File: config.mk
export PLATFORM = sky130hd
export DESIGN_NAME = vit_acs4
export DESIGN_NICKNAME = d
export VERILOG_FILES = /design/src/rtl/vit_acs_pkg.sv /design/src/rtl/vit_acs_node.sv /design/src/rtl/vit_acs_minsel.sv /design/src/rtl/vit_acs_norm.sv /design/src/rtl/vit_acs4.sv
export SDC_FILE = /design/constraint.sdc
export NUM_CORES = 1
export LEC_CHECK = 0
export BUFFER_PORTS_ARGS = -buffer_cell sky130_fd_sc_hd__buf_4
export CAP_MARGIN = 20
export CORE_UTILIZATION = 35
export DETAILED_ROUTE_END_ITERATION = 10
export GPL_ROUTABILITY_DRIVEN = 0
export SLEW_MARGIN = 20
export SYNTH_ARGS = -nofsm -noshare
export SYNTH_HDL_FRONTEND = slang
export SYNTH_SLANG_ARGS = --single-unit
File: constraint.sdc
create_clock -name clk_i -period 10.3 [get_ports clk_i]
set_input_delay 1.03 -clock clk_i [delete_from_list [all_inputs] [get_ports clk_i]]
set_output_delay 1.03 -clock clk_i [all_outputs]
set_load 0.01 [all_outputs]
File: src/rtl/vit_acs_pkg.sv
package vit_acs_pkg;
  localparam int NSTATE = 4;
  localparam int SW     = 2;

  typedef logic [SW-1:0] state_t;

  // predecessor of next state ns; sel picks the older-bit value
  function automatic state_t pred_state(state_t ns, logic sel);
    return {sel, ns[1]};
  endfunction

  // transition subset code {y1, y0} for the branch pred_state(ns, sel) -> ns
  function automatic logic [1:0] branch_code(state_t ns, logic sel);
    return {ns[0] ^ sel, ns[1]};
  endfunction
endpackage

File: src/rtl/vit_acs_node.sv
module vit_acs_node #(
  parameter int PM_W = 8,
  parameter int BM_W = 5,
  localparam int SUM_W = PM_W + 1
) (
  input  logic [PM_W-1:0]  pm_lo_i,
  input  logic [PM_W-1:0]  pm_hi_i,
  input  logic [BM_W-1:0]  bm_lo_i,
  input  logic [BM_W-1:0]  bm_hi_i,
  output logic [SUM_W-1:0] sum_o,
  output logic             dec_o
);
  logic [SUM_W-1:0] cand_lo, cand_hi;

  assign cand_lo = {1'b0, pm_lo_i} + SUM_W'(bm_lo_i);
  assign cand_hi = {1'b0, pm_hi_i} + SUM_W'(bm_hi_i);

  // strict compare: a tie keeps the lower-numbered predecessor
  assign dec_o = cand_hi < cand_lo;
  assign sum_o = dec_o ? cand_hi : cand_lo;
endmodule

File: src/rtl/vit_acs_minsel.sv
module vit_acs_minsel #(
  parameter int N  = 4,
  parameter int W  = 9,
  localparam int IW = (N > 1) ? $clog2(N) : 1
) (
  input  logic [N-1:0][W-1:0] vals_i,
  output logic [W-1:0]        min_o,
  output logic [IW-1:0]       idx_o
);
  always_comb begin
    min_o = vals_i[0];
    idx_o = '0;
    for (int i = 1; i < N; i++) begin
      if (vals_i[i] < min_o) begin
        min_o = vals_i[i];
        idx_o = IW'(i);
      end
    end
  end
endmodule

File: src/rtl/vit_acs_norm.sv
module vit_acs_norm #(
  parameter int N     = 4,
  parameter int W_IN  = 9,
  parameter int W_OUT = 8
) (
  input  logic [N-1:0][W_IN-1:0]  vals_i,
  input  logic [W_IN-1:0]         min_i,
  output logic [N-1:0][W_OUT-1:0] vals_o
);
  localparam logic [W_IN-1:0] HALF = W_IN'(1) << (W_OUT - 1);

  logic [N-1:0] above;
  logic         shift;

  for (genvar g = 0; g < N; g++) begin : g_cmp
    assign above[g] = vals_i[g] >= HALF;
  end

  assign shift = &above;

  for (genvar g = 0; g < N; g++) begin : g_out
    logic [W_IN-1:0] diff;
    assign diff      = vals_i[g] - min_i;
    assign vals_o[g] = shift ? W_OUT'(diff) : W_OUT'(vals_i[g]);
  end
endmodule

File: src/rtl/vit_acs4.sv
module vit_acs4
  import vit_acs_pkg::*;
#(
  parameter int BM_W = 5,
  parameter int PM_W = 8
) (
  input  logic                     clk_i,
  input  logic                     rst_ni,
  input  logic                     valid_i,
  input  logic [NSTATE*BM_W-1:0]   bm_i,
  output logic                     valid_o,
  output logic [NSTATE-1:0]        dec_o,
  output logic [SW-1:0]            min_state_o,
  output logic [NSTATE*PM_W-1:0]   pm_o
);
  localparam int SUM_W = PM_W + 1;
  localparam logic [PM_W-1:0] PM_INIT = PM_W'(1) << (PM_W - 2);

  logic [NSTATE-1:0][BM_W-1:0]  bm;
  logic [NSTATE-1:0][PM_W-1:0]  pm_q, pm_next;
  logic [NSTATE-1:0][SUM_W-1:0] sum;
  logic [NSTATE-1:0]            dec_next;
  logic [SUM_W-1:0]             sum_min;
  logic [SW-1:0]                min_idx;

  for (genvar c = 0; c < NSTATE; c++) begin : g_bm
    assign bm[c] = bm_i[c*BM_W +: BM_W];
  end

  for (genvar n = 0; n < NSTATE; n++) begin : g_acs
    localparam state_t     P_LO = pred_state(state_t'(n), 1'b0);
    localparam state_t     P_HI = pred_state(state_t'(n), 1'b1);
    localparam logic [1:0] C_LO = branch_code(state_t'(n), 1'b0);
    localparam logic [1:0] C_HI = branch_code(state_t'(n), 1'b1);

    vit_acs_node #(.PM_W(PM_W), .BM_W(BM_W)) u_node (
      .pm_lo_i (pm_q[P_LO]),
      .pm_hi_i (pm_q[P_HI]),
      .bm_lo_i (bm[C_LO]),
      .bm_hi_i (bm[C_HI]),
      .sum_o   (sum[n]),
      .dec_o   (dec_next[n])
    );
  end

  vit_acs_minsel #(.N(NSTATE), .W(SUM_W)) u_min (
    .vals_i (sum),
    .min_o  (sum_min),
    .idx_o  (min_idx)
  );

  vit_acs_norm #(.N(NSTATE), .W_IN(SUM_W), .W_OUT(PM_W)) u_norm (
    .vals_i (sum),
    .min_i  (sum_min),
    .vals_o (pm_next)
  );

  always_ff @(posedge clk_i or negedge rst_ni) begin
    if (!rst_ni) begin
      for (int i = 0; i < NSTATE; i++) pm_q[i] <= (i == 0) ? '0 : PM_INIT;
      dec_o       <= '0;
      min_state_o <= '0;
      valid_o     <= 1'b0;
    end else begin
      valid_o <= valid_i;
      if (valid_i) begin
        pm_q        <= pm_next;
        dec_o       <= dec_next;
        min_state_o <= min_idx;
      end
    end
  end

  for (genvar n = 0; n < NSTATE; n++) begin : g_pm_out
    assign pm_o[n*PM_W +: PM_W] = pm_q[n];
  end
endmodule

==> metrics, run 1 <==
Total Die Area around 22000 µm²; buffer depth of the longest clock path 2; largest net degree at the start of global routing 63; vias in the first global route slightly below 8000; vias post-DR 8186; fraction of the core area covered by cells at the end of the flow a little over half; Filler Cell Count 1947; violations in the final reports negative setup slack; ratio of cells with drive above 1 in the final layout a little over two fifths; via-per-instance ratio about 5.4; hold-fix buffers at CTS 0; initial cell density of the core 35.57%; critical path's largest stage delay between 0.4 and 0.5 ns; Max Freq 95.59 MHz; final clock period utilization by the worst path 101.6%; total global routing track utilization between 20% and 30%; critical setup path kind input port to register; post-synthesis instance area 7455 µm²; total congestion overflow after global routing 0; number of synthesized register bits 39; chip height between 100 and 150 µm; number of levels in the clock H-tree 2; clock network latency to the later pin of the worst-skew pair about 0.30 ns; final number of max-transition violations 0; CTS clock-pin slew for the worst setup and hold paths 0.06 ns; worst-path maximum fanout 6; horizontal die dimension ~150 µm; post-synth top area share roughly 17%; Nets 1382; run status finished, violations left; Clock Sinks 39; ports placed on the boundary between 60 and 70; std cell rows between 50 and 60; cell types with the largest area share after synthesis ha_1, dfrtp_1, xnor2_1; WP data required 10.49 ns; Max Cap Violations 0; Post-DRT Antenna Nets 0; xor/xnor cell area share of the yosys netlist between 8 and 9%; worst path arrival time between 10 and 15 ns; gate count of the mapped netlist 941; compound-cell area share of the yosys netlist roughly a quarter; cell taking the most area after synthesis ha_1; number of buffers created by CTS 5; post-placement worst setup slack -0.9687 ns; total wirelength of the detailed-routed design roughly 26 mm; largest family of logic cells by synthesized area compound AO/OA/AOI/OAI gates; source of the worst hold timing path dec_o[3]$_DFFE_PN0P_; Tightest Pin Transition 0.7572 ns; Synth warnings 0; startpoint of the worst setup timing path bm_i[10]; # DRC 0; synthesized area per cell a little under 8 µm²; area of the core between 20000 and 25000 µm²; worst min path class register to register; Final Non-Filler Cells 1527; proportion of synthesized flip-flops having asynchronous set or reset 100.0%; post-synthesis sequential area ratio between 10% and 20%; number of setup violations in the final report 9; placed insts approximately 1500; Unique masters post-synth a little under 90; adder and majority cell fraction of the synthesized area between 10% and 20%; most used cells in the layout excluding fill and tap cells buf_4, ha_1, nor2_1; post-synthesis simple-gate area fraction between 10% and 20%; root buffer cell clkbuf_16; Final Skew slightly above 0.006 ns; most frequently used flop master after synthesis dfrtp_1; Wirelength per Cell roughly 17 µm; Tmin final 10.46 ns; slowest cell on the critical path a2111o_1; minimum setup slack in the final design -0.1612 ns; number of antenna violations at the first check in global routing 0; most common library cell in the layout ignoring fill and taps buf_4; number of endpoints with negative hold slack in the final report 0; total nets after synthesis roughly 1100; CTS tree built; post-synthesis mux area share between 8 and 9%; antenna cell count 0; Worst R2R Start pm_o[16]$_DFFE_PN0P_; Post-DP HPWL approximately 20 mm; worst max-slew margin expressed relative to the limit around half; drt pass-1 iters 5; iteration-0 DRC count of the detailed router around 600; CP Capture Type register; number of flops mapped to enable cells by yosys 0; area added between synthesis and finish 51.86%; number of I/O port buffers between 60 and 70; global-route wire length before repair roughly 41 mm; Worst Setup Start Kind input port; setup repair after global routing missed its margin true
-- timing repair --
item                       4_1_cts  5_1_grt
hold endpoints to repair         0        0
pin swaps                       53       96
setup buffers                   32       24
gates resized for setup         58      105
setup endpoints to repair       25       24
-- per-layer routing --
metal / track usage [%] / vias to the layer above / share of wire (%)
li1: - / 4050 / -
met1: 34.00 / 3905 / 48
met2: 37.97 / 200 / 46
met3: 2.346 / 31 / 4.3
met4: 4.742 / 0 / 1.7
met5: 0 / - / 0
-- worst max-delay path: cells and delay by family --
kind / cells / cell delay, ns
buf+inv: 10 / 1.07
fa+ha+maj: 8 / 2.21
xor+xnor: 4 / 0.65
simple gates: 16 / 2.20
compound gates: 13 / 2.32
mux: 5 / 1.14
-- per-stage QoR --
stage / hold WS, ns / cell area [µm²] / setup TNS (ns)
after floorplan: 0.5372 / 7706 / -2.015
after global placement: 0.5117 / 9998 / -12.55
after detailed placement: 0.5175 / 9998 / -17.21
after CTS: 0.5337 / 10640 / 0
after global routing: 0.5576 / 11320 / -6.834
final: 0.5267 / 11320 / -0.7120
-- worst paths after layout --
kind                                        end  slack [ns]  depth (start not counted)
min                        dec_o[3]$_DFFE_PN0P_        0.53                          2
max in group asynchronous   pm_o[9]$_DFFE_PN0P_        9.17                          1
min reg2reg                dec_o[3]$_DFFE_PN0P_        0.53                          2
max                        pm_o[12]$_DFFE_PN0P_       -0.16                         56
min in group asynchronous  dec_o[1]$_DFFE_PN0P_        0.72                          1
max reg2reg                pm_o[12]$_DFFE_PN0P_        0.09                         54
-- registers in the layout, indices dropped and copies added, names as in the netlist --
signal and flops:
min_state_o 2, dec_o 4, valid_o 1, pm_o 32
-- layout make-up --
class	count	area, µm²	share of cell area (%)
Clock inverter	3	20.02	0.1768
Multi-Input combinational cell	807	7012	61.94
Inverter	63	241.5	2.133
Clock buffer	5	125.1	1.105
Sequential cell	39	979.7	8.654
Timing Repair Buffer	335	2599	22.96
Tap cell	275	344.1	3.039
-- Yosys cell counts, types with 9 or more instances --
master,n
a21o_1,28
buf_2,9
xnor2_1,56
xor2_1,17
o21bai_1,10
o21ai_1,10
and2_1,12
a31oi_1,14
a211oi_1,10
ha_1,100
o31ai_1,10
o21ai_0,45
nand3_1,17
o21a_1,12
mux2_2,31
nand2b_1,16
and3_1,9
nor3_1,11
nor2b_1,9
a21oi_1,85
nand2_1,59
mux2i_1,26
dfrtp_1,36
inv_1,63
clkbuf_1,17
nor2_1,89
-- cell families after synthesis --
family | count (synthesis)
compound gates | 290
simple gates | 272
fa+ha+maj | 112
buf+inv | 95
xor+xnor | 73
mux | 60
flops | 39
Power of run 1 is left out: the tool's default activity adds up to more than one toggle a clock period on the data nets, which glitch-free logic cannot reach.
==> run 2, diff against run 1 <==
--- a/config.mk
+++ b/config.mk
@@ -5,9 +5,10 @@
 export SDC_FILE = /design/constraint.sdc
 export NUM_CORES = 1
 export LEC_CHECK = 0
+export ABC_AREA = 1
 export BUFFER_PORTS_ARGS = -buffer_cell sky130_fd_sc_hd__buf_4
 export CAP_MARGIN = 20
-export CORE_UTILIZATION = 35
+export CORE_UTILIZATION = 30
 export DETAILED_ROUTE_END_ITERATION = 10
 export GPL_ROUTABILITY_DRIVEN = 0
 export SLEW_MARGIN = 20
==> metrics, run 2 <==
post-synthesis sequential area ratio 13.54%; slowest cell on the critical path fa_1; Global Route met3 Usage 1.404%; worst max-slew margin expressed relative to the limit 36.48%; initial cell density of the core a little under a third; CTS tree built; number of endpoints with negative hold slack in the final report 0; Worst path top cell family by delay simple AND/OR/NAND/NOR gates; buffer depth of the longest clock path 2; root buffer cell clkbuf_16; vias in the first global route between 7000 and 8000; hold-fix buffers at CTS 0; run status completed; final clock period utilization by the worst path 92.98%; most used cells in the layout excluding fill and tap cells nand2_1, inv_1, nand3_1; post-synth top area share between 15 and 20%; antenna cell count 0; global routing usage on met1 between 20% and 30%; area occupied by registers ~1000 µm²; iteration-0 DRC count of the detailed router between 400 and 500; cell area reported after detailed placement 8075 µm²; std cell rows 56; Tmin final approximately 9.6 ns; CP Capture Type register; number of flip-flops in the largest register 32; most used routing layer in global routing met2; post-synthesis instance area approximately 7200 µm²; proportion of synthesized flip-flops having asynchronous set or reset 100.0%; cell types with the largest area share after synthesis nand2_1, ha_1, dfrtp_1; area added between synthesis and finish 14.94%; number of levels in the clock H-tree 2; Worst Setup Start Kind input port; Post-DP HPWL between 15 and 20 mm; Global Route met2 Usage about a third; final number of max-transition violations 0; final design instance area without fill between 8000 and 9000 µm²; horizontal die dimension roughly 160 µm; CTS clock-pin slew for the worst setup and hold paths roughly 0.06 ns; cell taking the most area after synthesis nand2_1; total nets after synthesis approximately 1300; Max Freq between 100 and 150 MHz; via-per-instance ratio ~5.0; Wirelength per Cell 15.04 µm; number of flops mapped to enable cells by yosys 0; drt pass-1 iters 7; Filler Cell Count around 2600; synthesized area per cell 6.254 µm²; most frequent CP cell nand2_1; Synth warnings 0; most frequent cell after synthesis nand2_1; gate count of the mapped netlist ~1200; ports placed on the boundary 62; Unique masters post-synth between 40 and 50; worst path arrival time around 9.8 ns; number of setup violations in the final report 0; number of I/O port buffers a little over 60; critical path's largest stage delay approximately 0.4 ns; most common library cell in the layout ignoring fill and taps nand2_1; Max Cap Violations 0; sum of negative setup slack 0 ns; total buffers and inverters traversed by the critical path 12; chip height approximately 160 µm; number of synthesized register bits 39; number of buffers created by CTS 5; critical setup path kind input port to register; worst-path maximum fanout 17; Post-DRT Antenna Nets 0; fraction of the core area covered by cells at the end of the flow 35.33%; Clock Sinks 39; Total Die Area 24740 µm²; vias post-DR 7644; clock network latency to the later pin of the worst-skew pair 0.29 ns; # DRC 0; number of antenna violations at the first check in global routing 0; Tightest Pin Transition around 0.94 ns; Nets between 1000 and 1500; setup repair after global routing missed its margin false; global-route wire length before repair ~37 mm; worst min path class register to register; total wirelength of the detailed-routed design ~23 mm; ratio of cells with drive above 1 in the final layout 11.99%; total congestion overflow after global routing 0; area of the core roughly 24000 µm²; Final Skew 0.008252 ns; most frequently used flop master after synthesis dfrtp_1; total global routing track utilization between 10% and 20%; top cell types by occurrence after synthesis nand2_1, inv_1, nand3_1; largest net degree at the start of global routing between 50 and 60; WP data required 10.47 ns; area of the multi-input gates about 5500 µm²
## run 2: cell families (layout without fill, tap and decap cells)
kind of cell,count (synthesis),count (layout),share of synthesized area [%]
flops,39,39,13.54
compound gates,195,195,15.32
simple gates,583,583,36.07
fa+ha+maj,108,108,19.51
xor+xnor,46,46,5.568
buf+inv,186,247,9.995
## run 2: final timing paths
check	start	endpoint	slack [ns]	depth (start not counted)
worst max-delay path	bm_i[10]	pm_o[28]$_DFFE_PN0P_	0.72	55
worst min-delay path	dec_o[1]$_DFFE_PN0P_	dec_o[1]$_DFFE_PN0P_	0.49	2
worst max register to register	pm_o[0]$_DFFE_PN0P_	pm_o[28]$_DFFE_PN0P_	1.09	54
worst min register to register	dec_o[1]$_DFFE_PN0P_	dec_o[1]$_DFFE_PN0P_	0.49	2
max in group asynchronous	rst_ni	pm_o[14]$_DFFE_PN1P_	9.17	1
min in group asynchronous	rst_ni	dec_o[1]$_DFFE_PN0P_	0.73	1
## run 2: layout make-up
type                       instances  area share, %
inverter                         164          7.447
tap                              319          4.799
clock buffer                       6          1.550
clock inverter                     2         0.7221
sequential                        39          11.78
multi-input combinational        932          66.72
timing repair buffer              75          6.981
## run 2: layer usage
metal / vias up / wire length, µm
met5: - / 0
met4: 0 / 516
met3: 33 / 1019
met2: 209 / 10830
met1: 3477 / 10750
li1: 3925 / -
## run 2: timing repair
| item | in CTS | in global routing |
|---|---|---|
| buffers inserted | 0 | 1 |
| gates resized for setup | 0 | 7 |
| setup endpoints to repair | 0 | 28 |
| endpoints found under the hold margin | 0 | 0 |
## run 2: worst reg2reg max path, delay by kind of cell (launching register included)
| kind | cells | cell delay [ns] |
|---|---|---|
| AOI/OAI and AO/OA | 12 | 2.29 |
| and+or+nand+nor | 22 | 2.44 |
| buffers and inverters | 11 | 1.44 |
| xor gates and xnor gates | 2 | 0.47 |
| adders and majority gates | 7 | 2.01 |
| DFF | 1 | 0.42 |
## run 2: through the flow
stage | setup WS [ns] | instances | hold slack, ns
final | 0.7227 | 1537 | 0.4891
after global routing | 0.01666 | 1537 | 0.5278
after CTS | 0.1521 | 1535 | 0.4957
after detailed placement | -0.1405 | 1527 | 0.4795
after global placement | 0.04715 | 1527 | 0.4751
after floorplan | 1.086 | 1157 | 0.4918
Power of run 2 is left out for the same reason.
==> run 3, diff against run 2 <==
--- a/config.mk
+++ b/config.mk
@@ -7,10 +7,13 @@
 export LEC_CHECK = 0
 export ABC_AREA = 1
 export BUFFER_PORTS_ARGS = -buffer_cell sky130_fd_sc_hd__buf_4
-export CAP_MARGIN = 20
+export CAP_MARGIN = 10
+export CELL_PAD_IN_SITES_DETAIL_PLACEMENT = 1
+export CELL_PAD_IN_SITES_GLOBAL_PLACEMENT = 1
 export CORE_UTILIZATION = 30
 export DETAILED_ROUTE_END_ITERATION = 10
 export GPL_ROUTABILITY_DRIVEN = 0
+export PLACE_DENSITY_LB_ADDON = 0.1
 export SLEW_MARGIN = 20
 export SYNTH_ARGS = -nofsm -noshare
 export SYNTH_HDL_FRONTEND = slang
==> metrics, run 3 (synthesis gave the netlist of run 2 again) <==
root buffer cell clkbuf_16; Post-DRT Antenna Nets 0; Worst Hold Depth 2; critical setup path kind input port to register; CTS clock-pin slew for the worst setup and hold paths ~0.060 ns; std cell rows 56; Min-Delay Endpoint dec_o[2]$_DFFE_PN0P_; end of the worst register-to-register path pm_o[12]$_DFFE_PN0P_; largest net degree at the start of global routing 53; initial cell density of the core between 30% and 40%; critical path's largest stage delay around 0.42 ns; worst-path maximum fanout 17; source of the worst hold timing path dec_o[2]$_DFFE_PN0P_; final clock period utilization by the worst path a little over 90%; Worst Setup Start Kind input port; Post-DP HPWL around 23 mm; Max Freq roughly 110 MHz; most common library cell in the layout ignoring fill and taps nand2_1; Total Die Area ~25000 µm²; sum of negative setup slack 0 ns; Filler Cell Count between 3000 and 4000; CTS tree built; CP Capture Type register; via-per-instance ratio 4.933; most frequent CP cell nand2_1; iteration-0 DRC count of the detailed router 234; global-route wire length before repair 43.57 mm; most used cells in the layout excluding fill and tap cells nand2_1, inv_1, nand3_1; final number of max-transition violations 0; number of antenna violations at the first check in global routing 0; Tmin final about 9.5 ns; Clock Sinks 39; number of buffers created by CTS 5; total congestion overflow after global routing 0; total global routing track utilization 23.27%; ports placed on the boundary 62; number of I/O port buffers around 60; run status completed; worst path arrival time 9.64 ns; buffer depth of the longest clock path 2; clock network latency to the later pin of the worst-skew pair ~0.30 ns; Final Skew ~0.011 ns; vias post-DR ~7600; area added between synthesis and finish 15.18%; worst max-slew margin expressed relative to the limit between 30% and 40%; Worst R2R Start pm_o[16]$_DFFE_PN0P_; setup repair after global routing missed its margin false; slowest cell on the critical path fa_1; number of levels in the clock H-tree 2; total wirelength of the detailed-routed design roughly 27 mm; WP data required about 10 ns; length in cells of the worst reg-to-reg path 60; # DRC 0; drt pass-1 iters 4; worst min path class register to register; slack of the worst reg-to-reg path between 1 and 1.5 ns; setup bufs post-CTS 0; area of the core 23540 µm²; number of setup violations in the final report 0; Nets about 1400; ratio of cells with drive above 1 in the final layout 12.70%; Tightest Pin Transition between 0.9 and 1 ns; antenna cell count 0; number of flip-flops in the largest register 32; Wirelength per Cell between 15 and 20 µm; chip height about 160 µm; Max Cap Violations 0; horizontal die dimension 157.3 µm; vias in the first global route 7950; number of endpoints with negative hold slack in the final report 0
## run 3: area by class of cell
type	count	area, µm²	area share, %
clock buffer	8	156.4	1.877
inverter	164	615.6	7.386
multi-input combinational	932	5545	66.54
sequential	39	979.7	11.76
tap	319	399.1	4.789
timing repair buffer	85	638.1	7.657
## run 3: worst max path at each step
stage	start	endpoint	slack, ns	cells after the start
after floorplan	bm_i[10]	pm_o[28]$_DFFE_PN0P_	1.09	50
after global placement	bm_i[10]	pm_o[7]$_DFFE_PN0P_	0.21	59
after detailed placement	bm_i[10]	pm_o[23]$_DFFE_PN0P_	0.19	55
after CTS	bm_i[10]	pm_o[23]$_DFFE_PN0P_	0.48	55
after global routing	bm_i[0]	pm_o[12]$_DFFE_PN0P_	0.03	61
final	bm_i[10]	pm_o[12]$_DFFE_PN0P_	0.82	61
## run 3: through the flow
stage                     setup slack, ns  hold slack, ns  util [%]  instances  instance area, µm²
after floorplan                     1.086          0.4918         -       1157                7236
after global placement             0.2141          0.4753     34.68       1539                8165
after detailed placement           0.1916          0.4791     34.68       1539                8165
after CTS                          0.4836          0.4962     35.35       1547                8322
after global routing              0.02719          0.5110     35.40       1547                8334
final                              0.8229          0.4868     35.40       1547                8334
## run 3: worst max-delay path: cells and delay by family
| family | cells | cell delay [ns] |
|---|---|---|
| and+or+nand+nor | 31 | 3.25 |
| AOI/OAI and AO/OA | 11 | 1.57 |
| buffers and inverters | 11 | 1.41 |
| adders and majority gates | 7 | 2.09 |
| xor gates and xnor gates | 1 | 0.25 |
## run 3: routing by layer
metal  track usage (%)  vias up  routed length, µm
li1                  -     3936                  -
met1             27.81     3556              12290
met2             43.97      107              13870
met3             1.239       33                488
met4             7.582        0                741
met5                 0        -                  0
## run 3: timing repair
| action | 4_1_cts | 5_1_grt |
|---|---|---|
| setup endpoints to repair | 0 | 19 |
| hold buffers | 0 | 0 |
| resized for setup | 0 | 9 |
Power of run 3 is left out for the same reason.
